==> src/rtl/sar_seq_pkg.sv <==
package sar_seq_pkg;

    typedef enum logic [1:0] {
        SEQ_IDLE = 2'd0,
        SEQ_RUN  = 2'd1,
        SEQ_DONE = 2'd2
    } seq_state_e;

    typedef struct packed {
        logic go;     // accepted start
        logic rise;   // gated clock rising edge this cycle
    } seq_evt_t;

    // bit index decided on rising edge number step (1..nbits)
    function automatic int decide_index(input int step, input int nbits);
        return nbits - step;
    endfunction

endpackage

==> src/rtl/sar_edge_det.sv <==
module sar_edge_det (
    input  logic clk,
    input  logic rst,
    input  logic conv_start,
    output logic start_fall
);
    logic start_q;

    always_ff @(posedge clk) begin
        if (rst) start_q <= 1'b0;
        else     start_q <= conv_start;
    end

    assign start_fall = start_q & ~conv_start;
endmodule

==> src/rtl/sar_gclk_gen.sv <==
module sar_gclk_gen #(
    parameter int HALF_DIV = 100
) (
    input  logic clk,
    input  logic rst,
    input  logic run,
    input  logic restart,
    output logic gclk,
    output logic rise
);
    localparam int CNT_W = (HALF_DIV > 1) ? $clog2(HALF_DIV) : 1;
    localparam logic [CNT_W-1:0] CNT_LAST = CNT_W'(HALF_DIV - 1);

    logic [CNT_W-1:0] cnt_q;
    logic             gclk_q;

    always_ff @(posedge clk) begin
        if (rst || restart || !run) begin
            cnt_q  <= '0;
            gclk_q <= 1'b0;
        end else if (cnt_q == CNT_LAST) begin
            cnt_q  <= '0;
            gclk_q <= ~gclk_q;
        end else begin
            cnt_q  <= cnt_q + 1'b1;
        end
    end

    assign gclk = gclk_q;
    assign rise = run && !restart && !gclk_q && (cnt_q == CNT_LAST);

    p_halt_low_r6: assert property (@(posedge clk) disable iff (rst)
        !run |=> !gclk_q);
endmodule

==> src/rtl/sar_ctrl.sv <==
module sar_ctrl
    import sar_seq_pkg::*;
#(
    parameter int NBITS  = 16,
    parameter int STEP_W = $clog2(NBITS + 1)
) (
    input  logic              clk,
    input  logic              rst,
    input  logic              start_fall,
    input  logic              rise,
    output seq_evt_t          evt,
    output logic              busy,
    output logic              run,
    output logic [STEP_W-1:0] step
);
    localparam logic [STEP_W-1:0] STEP_LAST = STEP_W'(NBITS);

    seq_state_e        state_q;
    logic [STEP_W-1:0] step_q;

    assign evt.go   = start_fall && (state_q == SEQ_IDLE);
    assign evt.rise = rise && (state_q == SEQ_RUN);

    always_ff @(posedge clk) begin
        if (rst) begin
            state_q <= SEQ_IDLE;
            step_q  <= '0;
        end else begin
            unique case (state_q)
                SEQ_IDLE: if (evt.go) begin
                    state_q <= SEQ_RUN;
                    step_q  <= '0;
                end
                SEQ_RUN: if (evt.rise) begin
                    if (step_q == STEP_LAST) state_q <= SEQ_DONE;
                    else                     step_q  <= step_q + 1'b1;
                end
                SEQ_DONE: state_q <= SEQ_IDLE;
                default:  state_q <= SEQ_IDLE;
            endcase
        end
    end

    assign busy = (state_q != SEQ_IDLE);
    assign run  = (state_q == SEQ_RUN);
    assign step = step_q;

    p_start_ignored_r7: assert property (@(posedge clk) disable iff (rst)
        (state_q == SEQ_RUN && start_fall && !rise) |=> (state_q == SEQ_RUN && $stable(step_q)));
    p_step_bound_r3: assert property (@(posedge clk) disable iff (rst)
        step_q <= STEP_LAST);
    p_last_edge_r3: assert property (@(posedge clk) disable iff (rst)
        (evt.rise && step_q == STEP_LAST) |=> (state_q == SEQ_DONE));
endmodule

==> src/rtl/sar_bit_reg.sv <==
module sar_bit_reg
    import sar_seq_pkg::*;
#(
    parameter int NBITS  = 16,
    parameter int STEP_W = $clog2(NBITS + 1)
) (
    input  logic              clk,
    input  logic              rst,
    input  seq_evt_t          evt,
    input  logic [STEP_W-1:0] step,
    input  logic              cmp_s,
    output logic [NBITS-1:0]  sar
);
    localparam logic [NBITS-1:0] FIRST_TRIAL = {1'b0, {(NBITS-1){1'b1}}};

    logic [NBITS-1:0] sar_q;

    for (genvar gi = 0; gi < NBITS; gi++) begin : g_bit
        always_ff @(posedge clk) begin
            if (rst || evt.go) begin
                sar_q[gi] <= 1'b1;
            end else if (evt.rise) begin
                if (step == '0)
                    sar_q[gi] <= (gi != NBITS - 1);
                else if (gi == decide_index(int'(step), NBITS))
                    sar_q[gi] <= cmp_s;
                else if (gi == decide_index(int'(step), NBITS) - 1)
                    sar_q[gi] <= 1'b0;
            end
        end
    end

    assign sar = sar_q;

    p_init_ones_r2: assert property (@(posedge clk) disable iff (rst)
        evt.go |=> (&sar_q));
    p_first_trial_r4: assert property (@(posedge clk) disable iff (rst)
        (evt.rise && step == '0) |=> (sar_q == FIRST_TRIAL));
endmodule

==> src/rtl/sar_seq_ctrl.sv <==
module sar_seq_ctrl
    import sar_seq_pkg::*;
#(
    parameter int NBITS    = 16,
    parameter int HALF_DIV = 100
) (
    input  logic             clk,
    input  logic             rst,
    input  logic             conv_start,
    input  logic             cmp_in,
    input  logic             twos_mode,
    output logic [NBITS-1:0] trial,
    output logic             busy,
    output logic             gclk,
    output logic [NBITS-1:0] result
);
    localparam int STEP_W = $clog2(NBITS + 1);

    logic              start_fall;
    logic              rise;
    logic              run;
    logic              cmp_s;
    logic [STEP_W-1:0] step;
    logic [NBITS-1:0]  sar;
    seq_evt_t          evt;

    // comparator taken one system clock ahead of each gated rising edge
    always_ff @(posedge clk) begin
        if (rst) cmp_s <= 1'b0;
        else     cmp_s <= cmp_in;
    end

    sar_edge_det u_edge (
        .clk        (clk),
        .rst        (rst),
        .conv_start (conv_start),
        .start_fall (start_fall)
    );

    sar_ctrl #(.NBITS(NBITS), .STEP_W(STEP_W)) u_ctrl (
        .clk        (clk),
        .rst        (rst),
        .start_fall (start_fall),
        .rise       (rise),
        .evt        (evt),
        .busy       (busy),
        .run        (run),
        .step       (step)
    );

    sar_gclk_gen #(.HALF_DIV(HALF_DIV)) u_gclk (
        .clk     (clk),
        .rst     (rst),
        .run     (run),
        .restart (evt.go),
        .gclk    (gclk),
        .rise    (rise)
    );

    sar_bit_reg #(.NBITS(NBITS), .STEP_W(STEP_W)) u_reg (
        .clk   (clk),
        .rst   (rst),
        .evt   (evt),
        .step  (step),
        .cmp_s (cmp_s),
        .sar   (sar)
    );

    assign trial  = sar;
    assign result = sar ^ {twos_mode, {(NBITS-1){1'b0}}};

    p_gclk_idle_low_r6: assert property (@(posedge clk) disable iff (rst)
        !busy |-> !gclk);
    p_data_stable_r8: assert property (@(posedge clk) disable iff (rst)
        $fell(busy) |-> $stable(sar));
    p_update_on_edge_r5: assert property (@(posedge clk) disable iff (rst)
        (sar != $past(sar)) |-> ($rose(gclk) || $rose(busy)));
endmodule

==> config.mk <==
export PLATFORM = sky130hd
export DESIGN_NAME = sar_seq_ctrl
export DESIGN_NICKNAME = d
export VERILOG_FILES = /design/src/rtl/sar_seq_pkg.sv /design/src/rtl/sar_edge_det.sv /design/src/rtl/sar_gclk_gen.sv /design/src/rtl/sar_ctrl.sv /design/src/rtl/sar_bit_reg.sv /design/src/rtl/sar_seq_ctrl.sv
export SDC_FILE = /design/constraint.sdc
export NUM_CORES = 1
export LEC_CHECK = 0
export ABC_CLOCK_PERIOD_IN_PS = 4800
export BUFFER_PORTS_ARGS = -buffer_cell sky130_fd_sc_hd__buf_2
export CAP_MARGIN = 40
export CORE_ASPECT_RATIO = 0.9
export CORE_UTILIZATION = 56
export DETAILED_ROUTE_END_ITERATION = 12
export PLACE_DENSITY = 0.79
export REMOVE_ABC_BUFFERS = 1
export SLEW_MARGIN = 20
export SYNTH_ARGS = -nofsm -noshare
export SYNTH_HDL_FRONTEND = slang
export SYNTH_SLANG_ARGS = --single-unit
==> constraint.sdc <==
create_clock -name clk -period 4.8 [get_ports clk]
set_input_delay 0.96 -clock clk [delete_from_list [all_inputs] [get_ports clk]]
set_output_delay 0.96 -clock clk [all_outputs]
set_load 0.03 [all_outputs]
==> results.cfg, run 1 <==
[clocking]
cts_max_path_buffers = 2
cts_tree = yes
cts-resized-gates = 0
htreeDepth = 2
ctsHoldBuffers = 0
insertion_delay_ns = 0.29
post-cts-setup-buffers = 0
numClockSinks = 33
numCtsBuffers = 5
cts.clk_slew.worst_paths_ns = 0.08
root_buffer = clkbuf_8

[final_layout]
flow.area_growth_from_synthesis_pct = 7.10
final_cell_mix = 38 x buf_2, 33 x dfxtp_1, 31 x a21oi_1
drive_gt1_share_pct = 18.9
final_common_cell = buf_2
fillers = 328
diodes = 0
fin_nets = 321

[critical_path]
critPathMostFrequentCell = ha_1
worstPathArrival_ns = 4.31
cp_slowest_stage_delay_ns = 0.58
start_kind = register
slowest_stage = dfxtp_1
critPathRequiredTime_ns = 4.95
path_max_fanout = 13
path_buf_inv = 1
critical_path.top_delay_family = simple AND/OR/NAND/NOR gates
worstSetupPathType = reg -> reg
endpoint_kind = register
path_cells = inv_1, ha_1, nor3b_1, ha_1, and3_1, nand2_1, ha_1, nor4bb_1, nand3_1, nor2b_1, o21ai_0, o211ai_1, o311ai_0

[global_routing]
antenna_found_initial = 0
grt_pass1_wl_mm = 9.10
first_global_vias = 1896
grt_use_total_pct = 26.0
overflow = 0
grt_max_degree = 20

[route]
drt_iter0_markers = 183
firstDrtPassIters = 4
ant_nets = 0
wirelength_mm = 5.21
route.detailed.drc = 0
num_vias = 2101
vias_per_cell = 6.04
routedWlPerCell_um = 15.0

[floorplan]
die_area_sq_um = 4420
die_h_um = 63.1
num_rows = 21
die_w_um = 69.9
core_area_sq_um = 3840
start_util_pct = 60.6
pin_count = 39

[synthesis]
synth_edf_count = 0
yosysSeqAreaShare_pct = 28.4
synth_seq_cells = 33
synth_cell_types = 52
synth_flop_cell = dfxtp_1
synth-warning-count = 0
async_flop_share_pct = 0
synth.avg_cell_area_sq_um = 8.22
netlist_area_sq_um = 2330
syn_inst = 283

[job]
cap_violations = 0

[sta]
fin_ws_ns = 0.644
finalSetupViolations = 0
slew_violations = 0
post-route-min-period_ns = 4.16
fmax_mhz = 241
worst_pin_slew_ns = 0.870
rsz0062_at_grt = no
tns_ns = 0
post-route-period-util_pct = 86.6
finClkSkew_ns = 0.0112
finalHoldViolCount = 0
max_slew_margin_pct = 41.4

[min_path]
hold_path_class = reg -> reg

[power]
pwr-share-clk_pct = 42.0
internal-power_uw = 380
power_density_nw_per_um2 = 201
combinationalPowerShare_pct = 2.8
sw_frac_of_total_pct = 24.3
seqPwrFrac_pct = 55.1
p_switching_uw = 122
peakVddDrop_mv = 0.153
power_leakage_uw = 0.000890

[place]
hpwl_mm = 3.80
gp_routability_congestion = 0.951
place_ws_ns = 0.822
port_buffers = 38

[outcome]
outcome = complete, no violations
-- power by group through the flow --
stage / sequential [uW] / clock [uW] / combinational [uW]
6_report: 276 / 211 / 14.3
5_1_grt: 276 / 228 / 15.9
4_1_cts: 276 / 213 / 14.4
3_5_place_dp: 283 / 0 / 14.3
3_3_place_gp: 283 / 0 / 14.2
2_1_floorplan: 282 / 0 / 8.77
-- cell families after synthesis --
kind of cell | synth area share (%)
flip-flops | 28.4
AO/OA/AOI/OAI | 27.1
AND/OR/NAND/NOR | 23.5
adder cells (fa/ha/maj) | 8.07
buffers and inverters | 8.88
XOR/XNOR | 4.14
-- final cells by class --
type / count / area [sq um] / share of cell area, %
sequential: 33 / 661 / 26.5
tap: 46 / 57.6 / 2.31
clock inverter: 3 / 17.5 / 0.703
multi-input combinational: 214 / 1460 / 58.6
timing repair buffer: 39 / 198 / 7.94
clock buffer: 5 / 68.8 / 2.76
inverter: 8 / 30.0 / 1.21
-- worst paths after layout --
path / to / slack [ns] / start / cells past startpoint
min reg2reg: u_gclk.cnt_q[0] / 0.45 / u_gclk.cnt_q[0] / 1
max reg2reg: u_reg.sar[0] / 0.64 / u_ctrl.step[1] / 13
min: u_gclk.cnt_q[0] / 0.45 / u_gclk.cnt_q[0] / 1
max: u_reg.sar[0] / 0.64 / u_ctrl.step[1] / 13
-- cell usage after synthesis (2+ instances only) --
cell       instances  area share, %
dfxtp_1           33             28
a21oi_1           31            6.7
o211ai_1          29            9.4
nand2_1           22            3.6
nor2_1            21            3.4
buf_4             16            5.2
ha_1              15            8.1
nand3_1           11            2.4
clkbuf_1           8            1.3
inv_1              8            1.3
nor2b_1            8            2.2
o21ai_0            7            1.5
xnor2_1            7            2.6
and3_1             6            1.6
nand4_1            5            1.3
xor2_1             4            1.5
buf_2              3           0.65
nand2b_1           3           0.81
o2111ai_1          3            1.1
o21a_1             3           0.97
or2_2              3           0.81
a211oi_1           2           0.65
and2_1             2           0.54
and3b_1            2           0.75
nor3_1             2           0.43
nor4b_1            2           0.75
or2_1              2           0.54
-- layer usage --
| layer | up-vias | track usage [%] | part of all wire [%] |
|---|---|---|---|
| met5 | - | 0 | 0 |
| met4 | 0 | 12.5 | 2.0 |
| met3 | 11 | 6.24 | 6.0 |
| met2 | 73 | 37.5 | 42 |
| met1 | 951 | 36.1 | 50 |
| li1 | 1066 | - | - |
-- state kept, by name, indices dropped and copies added, names as in the netlist --
register and cells:
cmp_s 1, u_ctrl.state_q 2, u_ctrl.step 5, u_edge.start_q 1, u_gclk.cnt_q 7, u_gclk.gclk 1, u_reg.sar 16
-- stage by stage --
step / util, % / hold slack [ns] / total power (uW) / instances / instance area (sq um)
2_1_floorplan: - / 0.413 / 291 / 255 / 2150
3_3_place_gp: 62.7 / 0.424 / 297 / 340 / 2400
3_5_place_dp: 62.7 / 0.436 / 297 / 340 / 2400
4_1_cts: 64.9 / 0.448 / 504 / 348 / 2490
5_1_grt: 64.9 / 0.471 / 521 / 348 / 2490
6_report: 64.9 / 0.451 / 501 / 348 / 2490
Note: power is estimated with default switching activity, not from simulation.
==> inputs of run 2 (changes only) <==
--- a/config.mk
+++ b/config.mk
@@ -11,6 +11,7 @@
 export CORE_ASPECT_RATIO = 0.9
 export CORE_UTILIZATION = 56
 export DETAILED_ROUTE_END_ITERATION = 12
+export MAX_ROUTING_LAYER = met4
 export PLACE_DENSITY = 0.79
 export REMOVE_ABC_BUFFERS = 1
 export SLEW_MARGIN = 20
==> run 2 against run 1 <==
Die area unchanged. Sequential power barely moved. Combinational power about the same. Wire length up 1.8%. Hold slack worse by 0.0084 ns. Worst setup slack improved by 0.11 ns. Maximum frequency is 2.6% higher. Critical path type unchanged. Critical endpoint unchanged.
==> results.cfg, run 2 (synthesis results as in run 1) <==
[outcome]
outcome = complete, no violations

[final_layout]
fin_nets = 321
largest_reg_flops = 16
fillers = 308
final_cell_mix = 38 x buf_2, 33 x dfxtp_1, 31 x a21oi_1
drive_gt1_share_pct = 18.5
final_common_cell = buf_2
final_cells = 348
diodes = 0
flow.area_growth_from_synthesis_pct = 8.39

[job]
cap_violations = 0

[clocking]
insertion_delay_ns = 0.29
cts-resized-gates = 0
htreeDepth = 2
cts_max_path_buffers = 2
root_buffer = clkbuf_8
cts.clk_slew.worst_paths_ns = 0.07
cts_tree = yes
post-cts-setup-buffers = 0
numCtsBuffers = 5
ctsHoldBuffers = 0
numClockSinks = 33

[sta]
fin_hold_ws_ns = 0.443
finalHoldViolCount = 0
post-route-period-util_pct = 84.4
tns_ns = 0
finalSetupViolations = 0
max_slew_margin_pct = 49.9
finClkSkew_ns = 0.00390
fmax_mhz = 247
rsz0062_at_grt = no
worst_pin_slew_ns = 0.744
post-route-min-period_ns = 4.05
slew_violations = 0

[critical_path]
slowest_stage = dfxtp_1
critPathMostFrequentCell = ha_1
critPathRequiredTime_ns = 4.94
critical_path.top_delay_family = simple AND/OR/NAND/NOR gates
path_max_fanout = 13
path_buf_inv = 1
worstSetupPathType = reg -> reg
cp_slowest_stage_delay_ns = 0.57
path_cells = inv_1, ha_1, nor3b_1, ha_1, and3_1, nand2_1, ha_1, nor4bb_1, nand3_1, nor2b_1, o21ai_0, o211ai_1, o311ai_0
start_kind = register
worstPathArrival_ns = 4.19
endpoint_kind = register
rrSetupSlack_ns = 0.75

[route]
vias_per_cell = 6.10
ant_nets = 0
firstDrtPassIters = 5
routedWlPerCell_um = 15.2
wirelength_mm = 5.30
route.detailed.drc = 0
drt_iter0_markers = 156
num_vias = 2124

[global_routing]
antenna_found_initial = 0
first_global_vias = 1816
grt_use_total_pct = 26.1
grt_pass1_wl_mm = 8.99
overflow = 0
grt_max_degree = 20

[floorplan]
pin_count = 39
die_w_um = 69.9
core_area_sq_um = 3840
start_util_pct = 60.6
die_area_sq_um = 4420
die_h_um = 63.1
num_rows = 21

[place]
gp_routability_congestion = 0.957
port_buffers = 38
hpwl_mm = 3.88
dp.cells = 340

[min_path]
hold_path_class = reg -> reg

[power]
power_leakage_uw = 0.000904
power_density_nw_per_um2 = 223
peakVddDrop_mv = 0.164
==> run 2: changes by cell type in the layout (fill, tap and decap cells not counted) <==
cell / change
clkinvlp_4: -1
bufinv_16: +1
clkinv_2: -2
clkbuf_8: +1
clkbuf_1: +1
==> run 2: worst paths after layout <==
check | start | to | cells past startpoint
setup / recovery | u_ctrl.step[1] | u_reg.sar[0] | 13
hold / removal | u_gclk.cnt_q[0] | u_gclk.cnt_q[0] | 1
setup reg to reg | u_ctrl.step[1] | u_reg.sar[0] | 13
hold reg to reg | u_gclk.cnt_q[0] | u_gclk.cnt_q[0] | 1
==> run 2: power breakdown <==
| part | total, uW | leakage [uW] | internal, uW | switching [uW] |
|---|---|---|---|---|
| clock network | 270 | 0.0000585 | 169 | 101 |
| logic | 14.6 | 0.000579 | 4.36 | 10.2 |
| registers | 276 | 0.000267 | 275 | 1.12 |
==> run 2: per-stage QoR <==
stage	area [sq um]	setup slack [ns]	utilization, %	total power (uW)
final	2520	0.751	65.7	562
after global routing	2520	0.385	65.7	584
after CTS	2520	0.806	65.7	567
after detailed placement	2400	0.882	62.7	297
after global placement	2400	0.969	62.7	297
after floorplan	2150	1.38	-	291
==> run 2: per-layer routing <==
metal	vias to the layer above	GRT usage, %	routed length, um
met5	-	-	0
met4	0	7.25	82
met3	10	5.92	313
met2	86	38.3	2300
met1	976	36.0	2600
li1	1052	-	-
==> run 2: layout make-up <==
cell class | count | area (sq um) | share of cell area, %
sequential | 33 | 661 | 26.2
clock buffer | 7 | 86.3 | 3.42
multi-input combinational | 214 | 1460 | 57.9
timing repair buffer | 39 | 198 | 7.84
clock inverter | 1 | 30.0 | 1.19
inverter | 8 | 30.0 | 1.19
tap | 46 | 57.6 | 2.28
==> run 2: worst register-to-register path: stages, from the launching register on <==
cell	delay [ns]
dfxtp_1	0.57
inv_1	0.19
ha_1	0.33
nor3b_1	0.20
ha_1	0.49
and3_1	0.33
nand2_1	0.12
ha_1	0.32
nor4bb_1	0.26
nand3_1	0.15
nor2b_1	0.22
o21ai_0	0.31
o211ai_1	0.26
o311ai_0	0.15
==> inputs of run 3 (changes only) <==
--- a/config.mk
+++ b/config.mk
@@ -5,14 +5,14 @@
 export SDC_FILE = /design/constraint.sdc
 export NUM_CORES = 1
 export LEC_CHECK = 0
-export ABC_CLOCK_PERIOD_IN_PS = 4800
+export ABC_CLOCK_PERIOD_IN_PS = 3300
 export BUFFER_PORTS_ARGS = -buffer_cell sky130_fd_sc_hd__buf_2
 export CAP_MARGIN = 40
 export CORE_ASPECT_RATIO = 0.9
-export CORE_UTILIZATION = 56
+export CORE_UTILIZATION = 51
 export DETAILED_ROUTE_END_ITERATION = 12
 export MAX_ROUTING_LAYER = met4
-export PLACE_DENSITY = 0.79
+export PLACE_DENSITY = 0.76
 export REMOVE_ABC_BUFFERS = 1
 export SLEW_MARGIN = 20
 export SYNTH_ARGS = -nofsm -noshare
==> constraint.sdc (replaced) <==
create_clock -name clk -period 3.3 [get_ports clk]
set_input_delay 0.66 -clock clk [delete_from_list [all_inputs] [get_ports clk]]
set_output_delay 0.66 -clock clk [all_outputs]
set_load 0.03 [all_outputs]
==> run 3 against run 2 <==
Clock-buffer cell count did not move. Worst setup slack got worse by 0.56 ns. Flip-flop and latch count did not move. Critical path type unchanged.
==> results.cfg, run 3 (synthesis results as in run 1) <==
[outcome]
outcome = complete, no violations

[route]
wirelength_mm = 5.54
drt_iter0_markers = 152
num_vias = 2240
routedWlPerCell_um = 14.8
firstDrtPassIters = 4
route.detailed.drc = 0
vias_per_cell = 5.97
ant_nets = 0

[min_path]
worstHoldPathCells = 1
worstHoldStart = u_gclk.cnt_q[0]
hold_end = u_gclk.cnt_q[0]
hold_path_class = reg -> reg

[final_layout]
largest_reg_flops = 16
fin_nets = 334
drive_gt1_share_pct = 23.2
flow.area_growth_from_synthesis_pct = 12.7
fillers = 395
register_area_sq_um = 661
final_common_cell = buf_2
diodes = 0
stdcell_area_sq_um = 2620
final_cell_mix = 38 x buf_2, 33 x dfxtp_1, 31 x a21oi_1
multiInputGateArea_sq_um = 1480
fin_util_pct = 62.3

[place]
gp_routability_congestion = 0.900
placed_area_sq_um = 2520
port_buffers = 38
place_ws_ns = -0.0522
hpwl_mm = 4.16

[critical_path]
critPathRequiredTime_ns = 3.49
crit-reg2reg-capture = u_reg.sar[15]
worstSetupPathType = reg -> reg
path_max_fanout = 4
path_cells = inv_1, ha_1, nor3b_2, ha_1, and3_1, nand2_1, ha_1, nor4bb_1, nand3_1, or4_1, a211o_1
slowest_stage = or4_1
rrSetupSlack_ns = 0.19
endpoint_kind = register
r2r_start = u_ctrl.step[0]
worstPathArrival_ns = 3.29
cp_slowest_stage_delay_ns = 0.54
start_kind = register
r2r_cells = 11
critPathMostFrequentCell = ha_1

[floorplan]
die_w_um = 73.2
core_area_sq_um = 4210
die_h_um = 66.1
die_area_sq_um = 4830
num_rows = 22
start_util_pct = 55.2
pin_count = 39

[global_routing]
first_global_vias = 2016
grt_use_total_pct = 25.3
grt_pass1_wl_mm = 9.16
antenna_found_initial = 0
overflow = 0
grt_max_degree = 20

[clocking]
numCtsBuffers = 5
cts.clk_slew.worst_paths_ns = 0.07
numClockSinks = 33
cts_max_path_buffers = 2
insertion_delay_ns = 0.29
ctsHoldBuffers = 0
cts_tree = yes
htreeDepth = 2
post-cts-setup-buffers = 0
root_buffer = clkbuf_8

[power]
power_leakage_uw = 0.000953
peakVddDrop_mv = 0.231
power_density_nw_per_um2 = 278
power_uw = 729

[sta]
fin_hold_ws_ns = 0.446
worst_pin_slew_ns = 0.671
finalHoldViolCount = 0
slew_violations = 0
fin_ws_ns = 0.194
rsz0062_at_grt = no
max_slew_margin_pct = 55.3
finalSetupViolations = 0
post-route-min-period_ns = 3.11
post-route-period-util_pct = 94.1
finClkSkew_ns = 0.00491
fmax_mhz = 322

[job]
cap_violations = 0
[run 3: report_power, final]
part | internal [uW] | switching (uW)
Sequential | 400 | 1.66
Combinational | 6.35 | 14.6
Clock | 149 | 157
Total | 556 | 173
[run 3: worst max-delay path, delay by kind of cell (launching register included)]
| family | cells | cell delay [ns] |
|---|---|---|
| AOI/OAI and AO/OA | 1 | 0.30 |
| adders and majority gates | 3 | 0.82 |
| buffers and inverters | 1 | 0.06 |
| DFF | 1 | 0.32 |
| and+or+nand+nor | 6 | 1.50 |
[run 3: area by class of cell]
class | count | share of cell area (%)
clock buffers | 7 | 2.91
clock inverters | 1 | 0.286
inverters | 8 | 1.15
multi-input cells | 214 | 56.3
flip-flops and latches | 33 | 25.2
well taps | 60 | 2.86
repair buffers | 52 | 11.3
[run 3: through the flow]
step	TNS [ns]	instances
after global routing	0	375
final	0	375
after CTS	0	375
after global placement	0	367
after floorplan	-0.554	255
after detailed placement	-0.0522	367
[run 3: worst max-delay path by stage]
| stage | from | cells past startpoint | end | slack [ns] |
|---|---|---|---|---|
| detailed placement | u_ctrl.step[0] | 13 | u_reg.sar[0] | -0.05 |
| global route | u_ctrl.step[1] | 11 | u_reg.sar[15] | 0.06 |
| CTS | u_ctrl.step[0] | 13 | u_reg.sar[14] | 0.05 |
| finish | u_ctrl.step[0] | 11 | u_reg.sar[15] | 0.19 |
| floorplan | u_ctrl.step[0] | 11 | u_reg.sar[15] | -0.12 |
| global placement | u_ctrl.step[0] | 13 | u_reg.sar[0] | 0.10 |
[run 3: what timing repair did]
item | in CTS | in global routing
hold endpoints to repair | 0 | 0
resized for setup | 1 | 7
setup endpoints to repair | 6 | 15
[run 3: routing by layer]
layer  share of wire, %  global-route usage [%]  routed length [um]  up-vias
met1                 46                    31.3                2550     1066
met2                 47                    41.6                2600       82
met5                  0                       -                   0        -
li1                   -                       -                   -     1086
met3                6.3                    4.27                 349        6
met4               0.79                    9.31                  44        0
